[config.mk]
export PLATFORM = sky130hd
export DESIGN_NAME = rowscan_dual_ptr
export DESIGN_NICKNAME = d
export VERILOG_FILES = /design/src/rtl/rowscan_pkg.sv /design/src/rtl/rowscan_exp_clamp.sv /design/src/rtl/rowscan_wrap_ptr.sv /design/src/rtl/rowscan_dual_ptr.sv
export SDC_FILE = /design/constraint.sdc
export NUM_CORES = 1
export LEC_CHECK = 0
export ABC_AREA = 1
export BUFFER_PORTS_ARGS = -buffer_cell sky130_fd_sc_hd__buf_2
export CORE_AREA = 5 5 79 81
export DETAILED_ROUTE_END_ITERATION = 7
export DIE_AREA = 0 0 84 86
export PLACE_DENSITY_LB_ADDON = 0.3
export SYNTH_ARGS = -nofsm -noshare
export SYNTH_HDL_FRONTEND = slang
export SYNTH_HIERARCHICAL = 1
export SYNTH_SLANG_ARGS = --single-unit
[constraint.sdc]
create_clock -name clk -period 1.8 [get_ports clk]
set_input_delay 0.54 -clock clk [delete_from_list [all_inputs] [get_ports clk]]
set_output_delay 0.54 -clock clk [all_outputs]
set_load 0.01 [all_outputs]
[src/rtl/rowscan_pkg.sv]
package rowscan_pkg;

    // Default physical row count of the array (active rows plus margin rows)
    localparam int unsigned ROWSCAN_ROWS_DEF = 1032;

    typedef enum logic [1:0] {
        PH_IDLE  = 2'd0,  // no frame, sample control low
        PH_WAIT  = 2'd1,  // frame running, waiting for a line tick
        PH_READ  = 2'd2,  // reset strobe issued, read strobe next
        PH_CLOSE = 2'd3   // last row read, drop sample control next
    } scan_phase_e;

endpackage

[src/rtl/rowscan_exp_clamp.sv]
module rowscan_exp_clamp #(
    parameter int unsigned NUM_ROWS = 1032,
    localparam int unsigned ROW_W = $clog2(NUM_ROWS)
) (
    input  logic [ROW_W-1:0] exp_raw_i,
    output logic [ROW_W-1:0] exp_lim_o
);
    localparam logic [ROW_W-1:0] LAST_ROW = ROW_W'(NUM_ROWS - 1);

    always_comb begin
        if (exp_raw_i > LAST_ROW) begin
            exp_lim_o = LAST_ROW;
        end else begin
            exp_lim_o = exp_raw_i;
        end
    end
endmodule

[src/rtl/rowscan_wrap_ptr.sv]
module rowscan_wrap_ptr #(
    parameter int unsigned NUM_ROWS = 1032,
    localparam int unsigned ROW_W = $clog2(NUM_ROWS)
) (
    input  logic             clk,
    input  logic             rst_n,
    input  logic             load_i,
    input  logic [ROW_W-1:0] load_val_i,
    input  logic             step_i,
    output logic [ROW_W-1:0] ptr_o
);
    localparam logic [ROW_W-1:0] LAST_ROW = ROW_W'(NUM_ROWS - 1);

    logic [ROW_W-1:0] ptr_d, ptr_q;

    always_comb begin
        ptr_d = ptr_q;
        if (load_i) begin
            ptr_d = load_val_i;
        end else if (step_i) begin
            ptr_d = (ptr_q == LAST_ROW) ? '0 : ptr_q + 1'b1;
        end
    end

    always_ff @(posedge clk or negedge rst_n) begin
        if (!rst_n) begin
            ptr_q <= '0;
        end else begin
            ptr_q <= ptr_d;
        end
    end

    assign ptr_o = ptr_q;
endmodule

[src/rtl/rowscan_dual_ptr.sv]
module rowscan_dual_ptr
    import rowscan_pkg::*;
#(
    parameter int unsigned NUM_ROWS = ROWSCAN_ROWS_DEF,
    localparam int unsigned ROW_W = $clog2(NUM_ROWS)
) (
    input  logic             clk,
    input  logic             rst_n,
    input  logic             frame_start_i,
    input  logic             row_tick_i,
    input  logic [ROW_W-1:0] exp_rows_i,
    output logic [ROW_W-1:0] rst_row_o,
    output logic             rst_stb_o,
    output logic [ROW_W-1:0] rd_row_o,
    output logic             rd_stb_o,
    output logic             sample_en_o,
    output logic             frame_done_o
);
    localparam logic [ROW_W-1:0] LAST_ROW = ROW_W'(NUM_ROWS - 1);
    localparam int unsigned NUM_PTRS = 2;
    localparam int unsigned PTR_RD  = 0;
    localparam int unsigned PTR_RST = 1;

    typedef struct packed {
        scan_phase_e      phase;
        logic             rst_stb;
        logic [ROW_W-1:0] rst_row;
        logic             rd_stb;
        logic [ROW_W-1:0] rd_row;
        logic             done;
    } scan_state_t;

    scan_state_t st_d, st_q;

    logic [ROW_W-1:0] exp_lim;
    logic [ROW_W-1:0] ptr_val [NUM_PTRS];
    logic [ROW_W-1:0] ptr_ld  [NUM_PTRS];
    logic             ptr_step;

    rowscan_exp_clamp #(.NUM_ROWS(NUM_ROWS)) u_clamp (
        .exp_raw_i (exp_rows_i),
        .exp_lim_o (exp_lim)
    );

    // Read pointer loads row 0; reset pointer loads the clamped lead.
    assign ptr_ld[PTR_RD]  = '0;
    assign ptr_ld[PTR_RST] = exp_lim;
    assign ptr_step = (st_q.phase == PH_READ) && !frame_start_i;

    for (genvar g = 0; g < NUM_PTRS; g++) begin : g_ptr
        rowscan_wrap_ptr #(.NUM_ROWS(NUM_ROWS)) u_ptr (
            .clk        (clk),
            .rst_n      (rst_n),
            .load_i     (frame_start_i),
            .load_val_i (ptr_ld[g]),
            .step_i     (ptr_step),
            .ptr_o      (ptr_val[g])
        );
    end

    always_comb begin
        st_d         = st_q;
        st_d.rst_stb = 1'b0;
        st_d.rd_stb  = 1'b0;
        st_d.done    = 1'b0;
        if (frame_start_i) begin
            st_d.phase = PH_WAIT;
        end else begin
            unique case (st_q.phase)
                PH_WAIT: begin
                    if (row_tick_i) begin
                        st_d.rst_stb = 1'b1;
                        st_d.rst_row = ptr_val[PTR_RST];
                        st_d.phase   = PH_READ;
                    end
                end
                PH_READ: begin
                    st_d.rd_stb = 1'b1;
                    st_d.rd_row = ptr_val[PTR_RD];
                    if (ptr_val[PTR_RD] == LAST_ROW) begin
                        st_d.done  = 1'b1;
                        st_d.phase = PH_CLOSE;
                    end else begin
                        st_d.phase = PH_WAIT;
                    end
                end
                PH_CLOSE: st_d.phase = PH_IDLE;
                default:  st_d.phase = PH_IDLE;
            endcase
        end
    end

    always_ff @(posedge clk or negedge rst_n) begin
        if (!rst_n) begin
            st_q <= '{phase: PH_IDLE, rst_stb: 1'b0, rst_row: '0,
                      rd_stb: 1'b0, rd_row: '0, done: 1'b0};
        end else begin
            st_q <= st_d;
        end
    end

    assign rst_row_o    = st_q.rst_row;
    assign rst_stb_o    = st_q.rst_stb;
    assign rd_row_o     = st_q.rd_row;
    assign rd_stb_o     = st_q.rd_stb;
    assign frame_done_o = st_q.done;
    assign sample_en_o  = (st_q.phase != PH_IDLE);
endmodule

After elaboration in Yosys (flattened, before gate mapping)
Index checks and enable logic that the tools add are counted.
{"block": "word_totals", "wordCells": 38, "ram_bits": 0, "in_bits": 15, "ff_bits": 49, "latch_bits": 0, "mem_bits_ro": 0, "out_inout_bits": 26, "memories": 0}
{"block": "op_classes", "n_addsub": 2, "n_bitwise": 1, "n_lt_le_gt_ge": 1, "div_mod_pow": 0, "n_mul": 0, "n_reduce_logical": 6, "n_mux": 15, "n_eq_ne": 5, "n_shift": 0}
{"operator": "$mux W11", "count": 7}
{"operator": "$mux W25", "count": 1}
{"operator": "$add A11 B1 Y11 const B", "count": 2}
{"operator": "$eq A11 B11 Y1 const B", "count": 2}
{"operator": "$mux W14", "count": 1}
{"operator": "$mux W13", "count": 1}
{"operator": "$mux W12", "count": 1}
{"operator": "$gt A11 B11 Y1 const B", "count": 1}
{"operator": "$mux W2", "count": 2}
{"operator": "$pmux W2 S2", "count": 1}
{"operator": "$reduce_bool A2 Y1", "count": 2}
{"operator": "$ne A3 B3 Y1 const B", "count": 1}
{"operator": "$reduce_and A3 Y1", "count": 1}
{"operator": "$eq A2 B1 Y1 const B", "count": 1}
{"operator": "$eq A2 B2 Y1 const B", "count": 1}
{"operator": "$reduce_and A2 Y1", "count": 1}
{"operator": "$logic_and A1 B1 Y1", "count": 1}
{"operator": "$logic_not A1 Y1", "count": 1}
{"operator": "$mux W1", "count": 1}
{"operator": "$not A1 Y1", "count": 1}

Depth between registers and ports, before layout
{"block": "logic_depth", "ltp_word": 4, "mapped_depth": 9, "ltp_nobuf": 8}

Cells and area by module
The synthesis kept the hierarchy.
{"module": "rowscan_wrap_ptr", "area_each_um2": 759.5, "seq_area_each_um2": 275.3, "cells_per_inst": 103, "n_inst": 2}
{"module": "rowscan_dual_ptr", "area_each_um2": 1326.3, "seq_area_each_um2": 675.6, "cells_per_inst": 151, "n_inst": 1}
{"module": "rowscan_exp_clamp", "area_each_um2": 120.1, "seq_area_each_um2": 0.0, "cells_per_inst": 27, "n_inst": 1}

Least setup slack after synthesis
Ideal clock, no wire load.
{"block": "synth_path", "path_type": "register -> register", "startpoint": "register st_q[25] (netlist name)", "endpoint": "register g_ptr[0].u_ptr.ptr_q[9]", "synth_period_minus_slack_ps": 1577, "required_time_ps": 1679, "setup_slack_ps": 223, "path_buffers": 2, "stages_incl_launch_ff": 10, "setup_ps": 121, "t_arrival_ps": 1455, "path_cell_list": "dfrtp_1 inv_1 ha_1 inv_1 nor2_4 buf_2 nor2_2 buf_4 a22oi_1 nand2_1"}
{"block": "synth_via", "elab_chain_len": 3}
{"element": "start, declared", "line_no": "rowscan_dual_ptr.sv:33", "source": "scan_state_t st_d, st_q;"}
{"element": "start signal, assigned", "line_no": "rowscan_dual_ptr.sv:95", "source": "st_q <= '{phase: PH_IDLE, rst_stb: 1'b0, rst_row: '0,"}
{"element": "start signal, assigned", "line_no": "rowscan_dual_ptr.sv:98", "source": "st_q <= st_d;"}
{"element": "$eq A2 B2 Y1", "line_no": "rowscan_dual_ptr.sv:48", "source": "assign ptr_step = (st_q.phase == PH_READ) && !frame_start_i;"}
{"element": "$logic_and A1 B1 Y1", "line_no": "rowscan_dual_ptr.sv:48"}
{"element": "via ptr_step", "line_no": "rowscan_dual_ptr.sv:38", "source": "logic ptr_step;"}
{"element": "$reduce_bool A2 Y1 (no source line)"}
{"element": "end signal, assigned", "line_no": "rowscan_wrap_ptr.sv:29", "source": "ptr_q <= ptr_d;"}
{"element": "end, declared", "line_no": "rowscan_wrap_ptr.sv:14", "source": "logic [ROW_W-1:0] ptr_d, ptr_q;"}
The timed path passes the listed nets, and every way through them passes these cells.
A chain may end at the register's enable or synchronous reset.

Worst setup path in the final report
{"block": "layout_path", "startpoint": "register st_q[25] (netlist name)", "endpoint": "output sample_en_o"}
{"block": "layout_via", "elab_chain_len": 1}
{"element": "$reduce_bool A2 Y1", "line_no": "rowscan_dual_ptr.sv:107", "source": "assign sample_en_o = (st_q.phase != PH_IDLE);"}
{"element": "end, declared", "line_no": "rowscan_dual_ptr.sv:16", "source": "output logic sample_en_o,"}
No other way between the ends.

==> impl_metrics.py <==
metrics = {
    "placement": {
        "portBuffers": 40,
        "dpl_cell_area_um2": 3144,
        "hpwl_um": 4539,
        "gp_congestion": 0.8886,
    },
    "route": {
        "num_vias": 2452,
        "wl_um": 6102,
        "wl_per_cell_um": 12.45,
        "drtPass1Iterations": 4,
        "via_per_inst": 5.004,
        "antenna_left": 0,
        "drt_iter0_drc": 135,
        "drc": 0,
    },
    "floorplan": {
        "rows": 27,
        "start_util_pct": 54.86,
        "core_um2": 5405,
        "die_h_um": 86,
        "die-area_um2": 7224,
        "pin_count": 41,
        "die_x_um": 84,
    },
    "worst_setup_path": {
        "worstPathArrival_ns": 1.11,
        "cp-end-kind": "output port",
        "worst-path-max-fanout": 3,
        "path_cells": "inv_1 > ha_1 > inv_1 > buf_2",
        "startpoint": "st_q[25]",
        "slowest_delay_ns": 0.39,
        "worstRegToRegCells": 8,
        "slowest_stage": "dfrtp_1",
        "r2r-start": "st_q[25]",
        "cpMostUsedCell": "inv_1",
        "critPathKind": "reg2out",
        "crit_required_ns": 1.26,
        "startpoint_type": "register",
    },
    "pwr": {
        "p_leak_nw": 1.722,
        "p_total_mw": 3.117,
        "p_clk_share_pct": 26.2,
        "ir_drop_v": 0.0004789,
        "switching_share_pct": 32.65,
        "internal_power_mw": 2.099,
        "p_comb_share_pct": 25.6,
        "p_switching_mw": 1.018,
        "pwr-share-seq_pct": 48.1,
        "powerDensity_nw_per_um2": 956.1,
    },
    "global_routing": {
        "grt_pass1_vias": 2375,
        "antenna_found_initial": 0,
        "grt_pass1_wl_um": 11160,
        "grt_max_degree": 37,
        "grt_overflow": 0,
        "grt_usage_pct": 18.43,
    },
    "synth": {
        "synth_xor_area_share_pct": 1.772,
        "syn-cell-area_um2": 2965,
        "yosysTopAreaCellShare_pct": 41.35,
        "synth-seq-area-share_pct": 41.35,
        "synth_area_per_cell_um2": 7.722,
        "yosysTopAreaCell": "dfrtp_1",
        "synth.area.top_cells": "dfrtp_1 41%, nand2_1 15%, buf_4 6.6%",
        "netlist_instances": 384,
        "synth_ff_type": "dfrtp_1",
        "synth-edff-count": 0,
        "ys_ff_latch": 49,
        "synth-simple-area-share_pct": 31.39,
        "ys_warn_count": 6,
        "synth_compound_area_share_pct": 9.578,
        "synth-adder-area-share_pct": 2.110,
        "synth_mux_area_share_pct": 0,
        "ys_types": 30,
        "synthTopCellsByCount": "121 x nand2_1, 49 x dfrtp_1, 37 x inv_1, 32 x nor2_1, 26 x buf_4",
        "synthArstFlopShare_pct": 100.0,
        "synth_top_family_by_area": "simple AND/OR/NAND/NOR gates",
        "yosysMostFrequentCell": "nand2_1",
    },
    "sta": {
        "slew_viol_final": 0,
        "fin_skew_ns": 0.01041,
        "max_clock_freq_mhz": 605.8,
        "final-hold-violation-count": 0,
        "hold_slack_ns": 0.1383,
        "finalCriticalPeriod_ns": 1.651,
        "rsz0062_at_grt": "false",
        "finalSetupViolations": 0,
        "fin_tns_setup_ns": 0,
        "fin_crit_sh_pct": 91.70,
    },
    "clock_network": {
        "clk_pin_slew_ns": 0.10,
        "clk_path_buf_depth": 2,
        "cts_made_buffers": 5,
        "post_cts_buffers": 0,
        "clock-root-buffer": "clkbuf_8",
        "insertion_delay_ns": 0.30,
        "cts.sinks": 49,
        "cts-hold-fix-buffers": 0,
        "htree_num_levels": 2,
        "ctsResizeCount": 0,
        "cts_tree": "yes",
    },
    "layout": {
        "final_area_um2": 3261,
        "synthToLayoutAreaGrowth_pct": 9.958,
        "diodes": 0,
        "drive_above_1_share_pct": 20.57,
        "finalNetCount": 437,
    },
    "outcome": {
        "status": "completed",
    },
    "run": {
        "maxCapViolCount": 0,
    },
    "min_path": {
        "min_path_type": "in2async",
    },
}
## state kept, by name, indices dropped and copies added (netlist names)
register / flops
st_q: 2
rst_stb_o: 1
frame_done_o: 1
rd_row_o: 11
rst_row_o: 11
g_ptr.u_ptr/ptr_o: 22
rd_stb_o: 1
## power groups by stage
| stage | registers (mW) | clock network, mW | logic (mW) |
|---|---|---|---|
| floorplan | 1.48 | 0 | 0.739 |
| global placement | 1.51 | 0 | 0.789 |
| detailed placement | 1.52 | 0 | 0.810 |
| CTS | 1.50 | 0.836 | 0.814 |
| global route | 1.54 | 0.874 | 0.919 |
| finish | 1.50 | 0.818 | 0.799 |
## per-layer routing
layer,track usage (%),routed length (um)
met1,26.15,2991
met2,29.65,2689
met3,2.882,363
met4,4.678,58
met5,0,0
## path summary, 6_finish.rpt
| path | endpoint | slack, ns |
|---|---|---|
| max | sample_en_o | 0.15 |
| min | frame_done_o | 0.14 |
| max reg2reg | g_ptr[1].u_ptr/ptr_o[2] | 0.27 |
| min reg2reg | rst_row_o[7] | 0.47 |
| max in group asynchronous | rd_row_o[10] | 1.15 |
| min in group clk | rst_row_o[7] | 0.47 |
## cell type report
cell class | instances | area (um2)
Sequential cell | 49 | 1226
Timing Repair Buffer | 48 | 285.3
Inverter | 45 | 171.4
Fill cell | 512 | 2145
Multi-Input combinational cell | 268 | 1371
Clock inverter | 1 | 30.03
Tap cell | 72 | 90.09
Clock buffer | 7 | 86.33
## layout by cell type (no fill, tap or decap), types with 2 or more instances in the layout
cell type	instances
a21oi_1	3
a22oi_1	18
buf_12	2
buf_2	40
buf_4	6
clkbuf_8	6
clkinv_1	4
conb_1	11
dfrtp_1	49
ha_1	5
inv_1	37
inv_2	3
nand2_1	121
nand2_4	2
nand3_1	25
nand3_2	2
nand3b_1	3
nand4_1	6
nor2_1	32
nor2_2	7
nor2_4	5
nor3_1	2
o211ai_1	2
o21ai_1	5
o21ai_2	9
o21bai_1	2
xor2_1	6
## logic make-up after synthesis
group,count (synthesis)
buffers and inverters,77
AOI/OAI and AO/OA,39
and+or+nand+nor,207
DFF,49
other,1
adders and majority gates,5
xor gates and xnor gates,6
## critical path, delay by kind of cell (launching register included)
family     cells  cell delay (ns)
flops          1             0.39
buf+inv        3             0.26
fa+ha+maj      1             0.16
## stage by stage
| step | cells | utilization [%] | setup slack (ns) |
|---|---|---|---|
| after floorplan | 394 | - | 0.2234 |
| after global placement | 482 | 58.17 | 0.2583 |
| after detailed placement | 482 | 58.17 | 0.1984 |
| after CTS | 490 | 60.32 | 0.1334 |
| after global routing | 490 | 60.32 | 0.07755 |
| final | 490 | 60.32 | 0.1494 |
Note: power is estimated with default switching activity, not from simulation.
